`src/rtl/siq_pkg.sv`:
```
package siq_pkg;

    // Source currently driving the cache invalidate port
    typedef enum logic [1:0] {
        PORT_IDLE   = 2'd0,
        PORT_QUEUE  = 2'd1,
        PORT_DIRECT = 2'd2
    } port_src_e;

    // Occupancy update step
    typedef enum logic [1:0] {
        OCC_HOLD = 2'd0,
        OCC_INC  = 2'd1,
        OCC_DEC  = 2'd2
    } occ_step_e;

    function automatic occ_step_e occ_step(input logic push, input logic pop);
        occ_step_e s;
        case ({push, pop})
            2'b10:   s = OCC_INC;
            2'b01:   s = OCC_DEC;
            default: s = OCC_HOLD;
        endcase
        return s;
    endfunction

endpackage

```
`src/rtl/siq_store.sv`:
```
module siq_store
    import siq_pkg::*;
#(
    parameter int ADDR_W = 16,
    parameter int DEPTH  = 4,
    localparam int PTR_W = (DEPTH > 1) ? $clog2(DEPTH) : 1,
    localparam int CNT_W = $clog2(DEPTH + 1)
) (
    input  logic                           clk,
    input  logic                           rst,
    input  logic                           push,
    input  logic [ADDR_W-1:0]              push_addr,
    input  logic                           pop,
    output logic [ADDR_W-1:0]              head_addr,
    output logic [CNT_W-1:0]               occ,
    output logic [CNT_W-1:0]               occ_nxt,
    output logic                           full,
    output logic                           empty,
    output logic [DEPTH-1:0]               slot_vld,
    output logic [DEPTH-1:0][ADDR_W-1:0]   slot_addr
);

    localparam logic [PTR_W-1:0] LAST_PTR = PTR_W'(DEPTH - 1);
    localparam logic [CNT_W-1:0] FULL_CNT = CNT_W'(DEPTH);

    logic [DEPTH-1:0][ADDR_W-1:0] mem_q;
    logic [DEPTH-1:0]             vld_q, vld_d;
    logic [PTR_W-1:0]             rd_q, wr_q;
    logic [CNT_W-1:0]             occ_q;

    function automatic logic [PTR_W-1:0] ptr_inc(input logic [PTR_W-1:0] p);
        return (p == LAST_PTR) ? '0 : p + PTR_W'(1);
    endfunction

    always_comb begin
        case (occ_step(push, pop))
            OCC_INC: occ_nxt = occ_q + CNT_W'(1);
            OCC_DEC: occ_nxt = occ_q - CNT_W'(1);
            default: occ_nxt = occ_q;
        endcase
    end

    always_comb begin
        vld_d = vld_q;
        if (pop)  vld_d[rd_q] = 1'b0;
        if (push) vld_d[wr_q] = 1'b1;
    end

    always_ff @(posedge clk) begin
        if (rst) begin
            rd_q  <= '0;
            wr_q  <= '0;
            occ_q <= '0;
            vld_q <= '0;
        end else begin
            if (push) wr_q <= ptr_inc(wr_q);
            if (pop)  rd_q <= ptr_inc(rd_q);
            occ_q <= occ_nxt;
            vld_q <= vld_d;
        end
    end

    always_ff @(posedge clk) begin
        if (push) mem_q[wr_q] <= push_addr;
    end

    assign head_addr = mem_q[rd_q];
    assign occ       = occ_q;
    assign full      = (occ_q == FULL_CNT);
    assign empty     = (occ_q == '0);
    assign slot_vld  = vld_q;
    assign slot_addr = mem_q;

endmodule

```
`src/rtl/siq_match.sv`:
```
module siq_match #(
    parameter int ADDR_W = 16,
    parameter int DEPTH  = 4
) (
    input  logic [DEPTH-1:0]             slot_vld,
    input  logic [DEPTH-1:0][ADDR_W-1:0] slot_addr,
    input  logic                         msg_valid,
    input  logic [ADDR_W-1:0]            msg_addr,
    output logic                         hit
);

    logic [DEPTH-1:0] slot_hit;

    for (genvar i = 0; i < DEPTH; i++) begin : g_cmp
        assign slot_hit[i] = slot_vld[i] && (slot_addr[i] == msg_addr);
    end

    assign hit = msg_valid && (|slot_hit);

endmodule

```
`src/rtl/siq_fence.sv`:
```
module siq_fence #(
    parameter int CNT_W = 3
) (
    input  logic             clk,
    input  logic             rst,
    input  logic             fence_req,
    input  logic [CNT_W-1:0] occ,
    input  logic [CNT_W-1:0] occ_nxt,
    output logic             busy
);

    logic pend_q;
    logic armed;

    assign armed = fence_req || pend_q;
    assign busy  = armed && (occ != '0);

    always_ff @(posedge clk) begin
        if (rst) pend_q <= 1'b0;
        else     pend_q <= armed && (occ_nxt != '0);
    end

endmodule

```
`src/rtl/snoop_inv_queue.sv`:
```
module snoop_inv_queue
    import siq_pkg::*;
#(
    parameter int ADDR_W = 16,
    parameter int DEPTH  = 4
) (
    input  logic              clk,
    input  logic              rst,
    input  logic              snoop_valid,
    input  logic [ADDR_W-1:0] snoop_addr,
    output logic              snoop_ack,
    output logic              inv_valid,
    output logic [ADDR_W-1:0] inv_addr,
    input  logic              inv_ready,
    input  logic              msg_valid,
    input  logic [ADDR_W-1:0] msg_addr,
    output logic              msg_hold,
    input  logic              fence_req,
    output logic              fence_busy
);

    localparam int CNT_W = $clog2(DEPTH + 1);

    logic                         push, pop, full, empty;
    logic [ADDR_W-1:0]            head_addr;
    logic [CNT_W-1:0]             occ, occ_nxt;
    logic [DEPTH-1:0]             slot_vld;
    logic [DEPTH-1:0][ADDR_W-1:0] slot_addr;
    port_src_e                    src;

    // Port source: a full queue lets the new request go straight through
    always_comb begin
        if (snoop_valid && full) src = PORT_DIRECT;
        else if (!empty)         src = PORT_QUEUE;
        else                     src = PORT_IDLE;
    end

    always_comb begin
        case (src)
            PORT_DIRECT: inv_addr = snoop_addr;
            PORT_QUEUE:  inv_addr = head_addr;
            default:     inv_addr = '0;
        endcase
    end

    assign inv_valid = (src != PORT_IDLE);
    assign pop       = (src == PORT_QUEUE) && inv_ready;
    assign push      = snoop_valid && !full;
    assign snoop_ack = push || ((src == PORT_DIRECT) && inv_ready);

    siq_store #(.ADDR_W(ADDR_W), .DEPTH(DEPTH)) u_store (
        .clk       (clk),
        .rst       (rst),
        .push      (push),
        .push_addr (snoop_addr),
        .pop       (pop),
        .head_addr (head_addr),
        .occ       (occ),
        .occ_nxt   (occ_nxt),
        .full      (full),
        .empty     (empty),
        .slot_vld  (slot_vld),
        .slot_addr (slot_addr)
    );

    siq_match #(.ADDR_W(ADDR_W), .DEPTH(DEPTH)) u_match (
        .slot_vld  (slot_vld),
        .slot_addr (slot_addr),
        .msg_valid (msg_valid),
        .msg_addr  (msg_addr),
        .hit       (msg_hold)
    );

    siq_fence #(.CNT_W(CNT_W)) u_fence (
        .clk       (clk),
        .rst       (rst),
        .fence_req (fence_req),
        .occ       (occ),
        .occ_nxt   (occ_nxt),
        .busy      (fence_busy)
    );

endmodule

```
`config.mk`:
```
export PLATFORM = sky130hd
export DESIGN_NAME = snoop_inv_queue
export DESIGN_NICKNAME = d
export VERILOG_FILES = /design/src/rtl/siq_pkg.sv /design/src/rtl/siq_store.sv /design/src/rtl/siq_match.sv /design/src/rtl/siq_fence.sv /design/src/rtl/snoop_inv_queue.sv
export SDC_FILE = /design/constraint.sdc
export NUM_CORES = 1
export LEC_CHECK = 0
export ABC_AREA = 1
export BUFFER_PORTS_ARGS = -buffer_cell sky130_fd_sc_hd__clkbuf_2
export CORE_AREA = 4 4 119 121
export DETAILED_ROUTE_END_ITERATION = 12
export DIE_AREA = 0 0 123 125
export GPL_TIMING_DRIVEN = 1
export PLACE_DENSITY = 0.6
export SETUP_SLACK_MARGIN = 0.2
export SLEW_MARGIN = 0
export SYNTH_ARGS = -nofsm -noshare
export SYNTH_HDL_FRONTEND = slang
export SYNTH_SLANG_ARGS = --single-unit
```
`constraint.sdc`:
```
create_clock -name clk -period 5.51 [get_ports clk]
set_clock_uncertainty 0.1 [all_clocks]
set_input_delay 1.3775 -clock clk [delete_from_list [all_inputs] [get_ports clk]]
set_output_delay 1.3775 -clock clk [all_outputs]
set_load 0.005 [all_outputs]
```
**Word-level counts from Yosys, hierarchy flattened**

Index checks and enable logic that the tools add are counted.

- Multipliers: 0
- Bitwise gates (word level): 3
- Divide/modulo/power cells: 0
- Equality and inequality tests: 13
- Order comparisons: 4
- Reduce and logical (&&, ||, !) cells: 21
- Shift-type cells: 0
- Muxes and demuxes: 18
- Add/subtract/negate cells: 4

Operators by type and width:

| cell | count |
|---|---|
| $bwmux 64 | 1 |
| $eq 16x16->1 | 4 |
| $bmux 16 s2 | 1 |
| $demux 16 s2 | 1 |
| $mux 16 | 2 |
| $pmux 16 s2 | 1 |
| $logic_and 1x1->1 | 13 |
| $eq 2x2->1 const B | 5 |
| $mux 4 | 2 |
| $eq 2x1->1 const B | 3 |
| $lt 2x3->1 const B | 2 |
| $mux 2 | 3 |
| $pmux 3 s2 | 1 |
| $reduce_bool 3->1 | 2 |
| $add 2x1->2 const B | 2 |
| $and 4x4->4 | 1 |
| $demux 1 s2 | 2 |
| $ge 2x1->1 const B | 2 |
| $not 4->4 | 1 |
| $or 4x4->4 | 1 |
| $pmux 2 s2 | 1 |
| $reduce_or 4->1 | 1 |
| $add 3x1->3 const B | 1 |
| $eq 3x3->1 const B | 1 |
| other kinds (6) | 9 |

- Memories kept: 0
- Latch bits: 0
- ROM bits: 0
- RAM bits: 0
- Output and inout bits: 20
- Bits of input ports: 38
- Flip-flop bits (word level): 76
- Word-level logic and storage cells: 72

**Longest topological paths before layout**

- Word-level depth: 11
- Mapped depth: 12
- Mapped depth without buffers: 12

**By module**

Synthesis repeated with hierarchy kept, for this count alone.

- Cell total of the unflattened synthesis: 567
- Area, all modules: 4589.4 um^2

Modules (own cells, without submodules):

| module | area each (um^2) | cells an instance | instances |
|---|---|---|---|
| siq_store | 3012.9 | 233 | 1 |
| siq_match | 1102.3 | 260 | 1 |
| snoop_inv_queue | 411.6 | 63 | 1 |
| siq_fence | 62.6 | 11 | 1 |

**Worst setup path after synthesis**

Ideal clock, no wire load.

- Path kind: input to output
- From: input port msg_addr[4]
- To: output port msg_hold
- Path buffers: 0
- Arrival: 2.024 ns
- Slack: 2.009 ns
- Cell stages on the path: 8
- Cell sequence: inv_1 > or2_0 > o211ai_1 > nor2_1 > nand3_1 > nand2_1 > nor2_1 > nor2_1

- Longest elaborated chain between the ends: 4
- Elaborated cells between the ends (all ways): 10
- Classes of those cells: eq/ne (4); reduce/logical (6)

Ends and longest elaborated chain:

| element | line | text |
|---|---|---|
| from (decl) | snoop_inv_queue.sv:16 | `input logic [ADDR_W-1:0] msg_addr,` |
| $eq 16x16->1 | siq_match.sv:15 | `assign slot_hit[i] = slot_vld[i] && (slot_addr[i] == msg_addr);` |
| $logic_and 1x1->1 | siq_match.sv:15 |  |
| $reduce_or 4->1 * | siq_match.sv:18 | `assign hit = msg_valid && (\|slot_hit);` |
| $logic_and 1x1->1 * | siq_match.sv:18 |  |
| to (decl) | snoop_inv_queue.sv:17 | `output logic msg_hold,` |

Every way passes the cells marked *; elsewhere a longest branch is shown, timed or not.

**Final worst setup path**

- From: input port snoop_valid
- To: output port inv_addr[11]

- Longest elaborated chain between the ends: 4
- Elaborated cells between the ends (all ways): 5
- Classes of those cells: eq/ne (2); mux (2); reduce/logical (1)

Ends and longest elaborated chain:

| element | line | text |
|---|---|---|
| from (decl) | snoop_inv_queue.sv:9 | `input logic snoop_valid,` |
| $logic_and 1x1->1 * | snoop_inv_queue.sv:33 | `if (snoop_valid && full) src = PORT_DIRECT;` |
| $mux 2 * | snoop_inv_queue.sv:33 |  |
| $eq 2x1->1 / $eq 2x2->1 (equally long branches) | snoop_inv_queue.sv:39 | `case (src)` |
| $pmux 16 s2 * | snoop_inv_queue.sv:39 |  |
| to (decl) | snoop_inv_queue.sv:13 | `output logic [ADDR_W-1:0] inv_addr,` |

Marked as above.

==> results list <==
- For this run, the top clock speed supported by timing is 0.250 GHz.
* Min Clock Period, post-route: 4000 ps
* Max Cap Violations: 0
* Critical path arrival: 2520 ps
- Most common cell in the netlist: sky130_fd_sc_hd__nand2_1
* Critical path buffers and inverters: 2
- Hold-fix buffers at CTS: 0
- Clock tree from TritonCTS: done
- The H-tree was split into 3 levels.
- After synthesis, the largest area contributor takes up 44.9% of total cell area.
- Total GRT Usage: 16.6%
* Peak ir drop on the vdd network: 0.266 mV
- Entering global routing, the biggest net connects 55 pins.
- 58 I/O pins were placed.
- STA classifies the critical path startpoint as a primary input.
* Weighted congestion reported at the end of routability-driven placement: 0.944
- Routed Antenna Nets: 0
- Number of violations reported at the end of detailed-routing iteration 0: 291
* Global-route wire length before repair: 19400 um
- For this design the ratio of total power to cell area is 410 mW/mm^2.
* Max Fanout on Critical Path: 17
- Ranked by instance count, the synthesized netlist is headed by 148 x sky130_fd_sc_hd__nand2_1, 68 x sky130_fd_sc_hd__inv_1, 64 x sky130_fd_sc_hd__edfxtp_1.
- Buffers placed on the I/O ports in this run total 57.
- Counting every net in the synthesized netlist gives 554.
* Vert. Die Dim: 125 um
- After global routing the overflow that remains totals 0.
- The core region is 0.0131 mm^2.
- The setup path with the least slack is of type in2out.
- The largest single stage delay on the critical path is 600 ps.
- Clock tree buffer depth: 2
* Cell row count: 42
- For the pin with the worst max-slew slack, the measured transition is 881 ps.
- Total Neg Setup Slack: 0 ps
- Most prevalent standard cell on the critical path: sky130_fd_sc_hd__clkbuf_2
* Initial standard-cell utilization of the core: 32.7%
- Number of nets in the layout: 611
- The critical path goes through clkbuf_2, o21ai_4, a32o_1, clkbuf_2.
- Share of the clock period used by the worst path: 72.6%
* Share of async-settable or async-resettable flops after synthesis: 0%
- After detailed routing, the total wire length is 12200 um.
- During synthesis, Yosys emitted a total of 0 warnings.
- The die covers 0.0154 mm^2.
* HPWL after detailed placement: 8810 um
- Number of instances in the synthesized netlist: 506
- Category of cells accounting for the largest share of critical-path delay: compound AO/OA/AOI/OAI gates
- CP endpoint kind: output pin
- Type of the most critical hold path: reg2reg
- Post-synthesis cell type count: 27
- From left edge to right edge, the die measures 123 um.
- For this design, the slowest cell found on the critical path is sky130_fd_sc_hd__o21ai_4.
- Per-cell via count in the routed design: 4.86
- The post-route netlist has 15.8% of its cells at a drive strength greater than 1.
- Final hold analysis gives a worst-case slack of 382 ps.
- Post-CTS setup buffer count: 0
- The flow ran to the end, and the final reports show no timing, DRC or antenna violations.
* DRC errors left: 0
- Final total power: 2.07 mW
- Via count: 3614
* Placement-stage worst setup slack: 1510 ps
- TritonCTS created 9 clock buffers.
- Average cell area after synthesis: 8.46 um^2
- Summed over all instances, the cell type with the most area after synthesis is sky130_fd_sc_hd__edfxtp_1.
- First-pass iteration count of the detailed router: 5
* Crit path setup slack, layout: 1510 ps
- Flop and latch count out of synthesis: 76
* Clock insertion delay at the later pin of the skew report: 340 ps
* EDFF count, synth: 64
* Leakage power summed over all cells: 2.25 nW
- The via count of the first global-routing pass was 3682.
* Resize count post-CTS: 0
* Antenna violations before repair: 0
- Among all flip-flop cells after synthesis, the most frequent one is sky130_fd_sc_hd__edfxtp_1.
* Number of sinks driven by the clock tree: 76
* Number of max-slew violations in the final report: 0
* RSZ-0062 raised after global routing: false
* Layout filler cell count: 1339
* Share of the core filled with cells: 38.5%
- Sequential cells were found to cover 50.5% of the synthesized design area.
- The cell sitting at the root of the clock tree is a sky130_fd_sc_hd__clkbuf_16.
- The final number of hold-violating endpoints was 0.
* Setup violators final: 0
- Dividing the detail-routed wire length by the instance count gives 16.4 um.
- N_diodes: 0
* Synth Cell Area: 0.00428 mm^2
- The area growth from synthesis to layout is 17.6%.
* CP required: 4030 ps
- In the post-synthesis netlist, the biggest area contributors are sky130_fd_sc_hd__edfxtp_1 45%, sky130_fd_sc_hd__nand2_1 13%, sky130_fd_sc_hd__inv_1 6.0%, sky130_fd_sc_hd__dfxtp_1 5.6%, sky130_fd_sc_hd__o21ai_0 5.0%.
- After clock tree synthesis, the clock-pin slew on the worst setup and hold paths is 60 ps.
- Slew Limit Headroom: 41.2%
sequential cells by signal, summed over array words and instances, names as in the netlist:
name	flops
u_store.slot_vld	4
u_store.occ	3
u_store.wr_q	2
u_store.slot_addr	64
u_store.rd_q	2
u_fence.pend_q	1
metal layers:
metal / part of all wire, % / up-vias / track usage (%) / wire length (um)
li1: - / 1789 / - / -
met1: 45 / 1675 / 22.5 / 5510
met2: 47 / 129 / 26.2 / 5740
met3: 5.8 / 21 / 2.66 / 708
met4: 2.2 / 0 / 6.84 / 274
met5: 0 / - / 0 / 0
kinds of logic after synthesis:
group / count (synthesis) / synth area share (%)
adder cells (fa/ha/maj): 10 / 3.10
AND/OR/NAND/NOR: 207 / 19.2
flip-flops: 76 / 50.5
buffers and inverters: 90 / 8.44
AO/OA/AOI/OAI: 108 / 15.7
XOR/XNOR: 15 / 3.07
through the flow:
| stage | instances | cell area (um^2) |
|---|---|---|
| global route | 744 | 5040 |
| finish | 744 | 5040 |
| floorplan | 506 | 4280 |
| global placement | 728 | 4730 |
| CTS | 744 | 5040 |
| detailed placement | 728 | 4730 |
area by class of cell:
type                    instances  area [um^2]  share of cell area [%]
repair buffers                 59          300                    5.96
multi-input cells             340         1760                    34.9
clock inverters                 3         15.0                   0.298
inverters                      77          289                    5.74
well taps                     176          220                    4.37
flip-flops and latches         76         2160                    42.9
clock buffers                  13          293                    5.81
path summary, 6_finish.rpt:
check	to	cells after the start	slack [ps]	from
setup / recovery	inv_addr[11]	4	1510	snoop_valid
hold / removal	u_store.slot_vld[1]$_SDFF_PP0_	2	380	u_store.slot_vld[1]$_SDFF_PP0_
setup reg to reg	u_fence.pend_q$_SDFF_PP0_	12	2680	u_store.occ[2]$_SDFF_PP0_
hold reg to reg	u_store.slot_vld[1]$_SDFF_PP0_	2	380	u_store.slot_vld[1]$_SDFF_PP0_
where the power goes:
group | internal [mW] | switching (mW) | total [mW] | leakage, nW
Combinational | 0.270 | 0.437 | 0.708 | 1.40
Clock | 0.370 | 0.230 | 0.600 | 0.156
Sequential | 0.701 | 0.0567 | 0.758 | 0.686
worst register-to-register path: stages, from the launching register on:
cell and delay [ps]:
sky130_fd_sc_hd__dfxtp_1 390, sky130_fd_sc_hd__inv_2 90, sky130_fd_sc_hd__o21ai_4 570, sky130_fd_sc_hd__nand2_4 150
sky130_fd_sc_hd__inv_2 130, sky130_fd_sc_hd__ha_1 140, sky130_fd_sc_hd__inv_1 70, sky130_fd_sc_hd__fa_1 390
sky130_fd_sc_hd__a21oi_1 150, sky130_fd_sc_hd__o21ai_0 130, sky130_fd_sc_hd__xor2_1 180, sky130_fd_sc_hd__o21ai_0 180
sky130_fd_sc_hd__inv_1 50
placed cells by master (no fill, tap or decap), types with 2 or more instances in the layout:
cell,instances
sky130_fd_sc_hd__nand2_1,148
sky130_fd_sc_hd__ha_1,9
sky130_fd_sc_hd__a21oi_1,34
sky130_fd_sc_hd__o21ai_0,43
sky130_fd_sc_hd__o211ai_1,10
sky130_fd_sc_hd__a32o_1,16
sky130_fd_sc_hd__xor2_1,14
sky130_fd_sc_hd__inv_1,68
sky130_fd_sc_hd__nor2_4,2
sky130_fd_sc_hd__nand2_4,2
sky130_fd_sc_hd__a211oi_1,3
sky130_fd_sc_hd__clkinv_2,3
sky130_fd_sc_hd__buf_4,2
sky130_fd_sc_hd__nor2_1,44
sky130_fd_sc_hd__nand3_1,6
sky130_fd_sc_hd__inv_2,9
sky130_fd_sc_hd__edfxtp_1,64
sky130_fd_sc_hd__clkbuf_2,57
sky130_fd_sc_hd__clkbuf_16,11
sky130_fd_sc_hd__dfxtp_1,12
sky130_fd_sc_hd__nor3_1,3
Power figures use the tool's default switching activity.
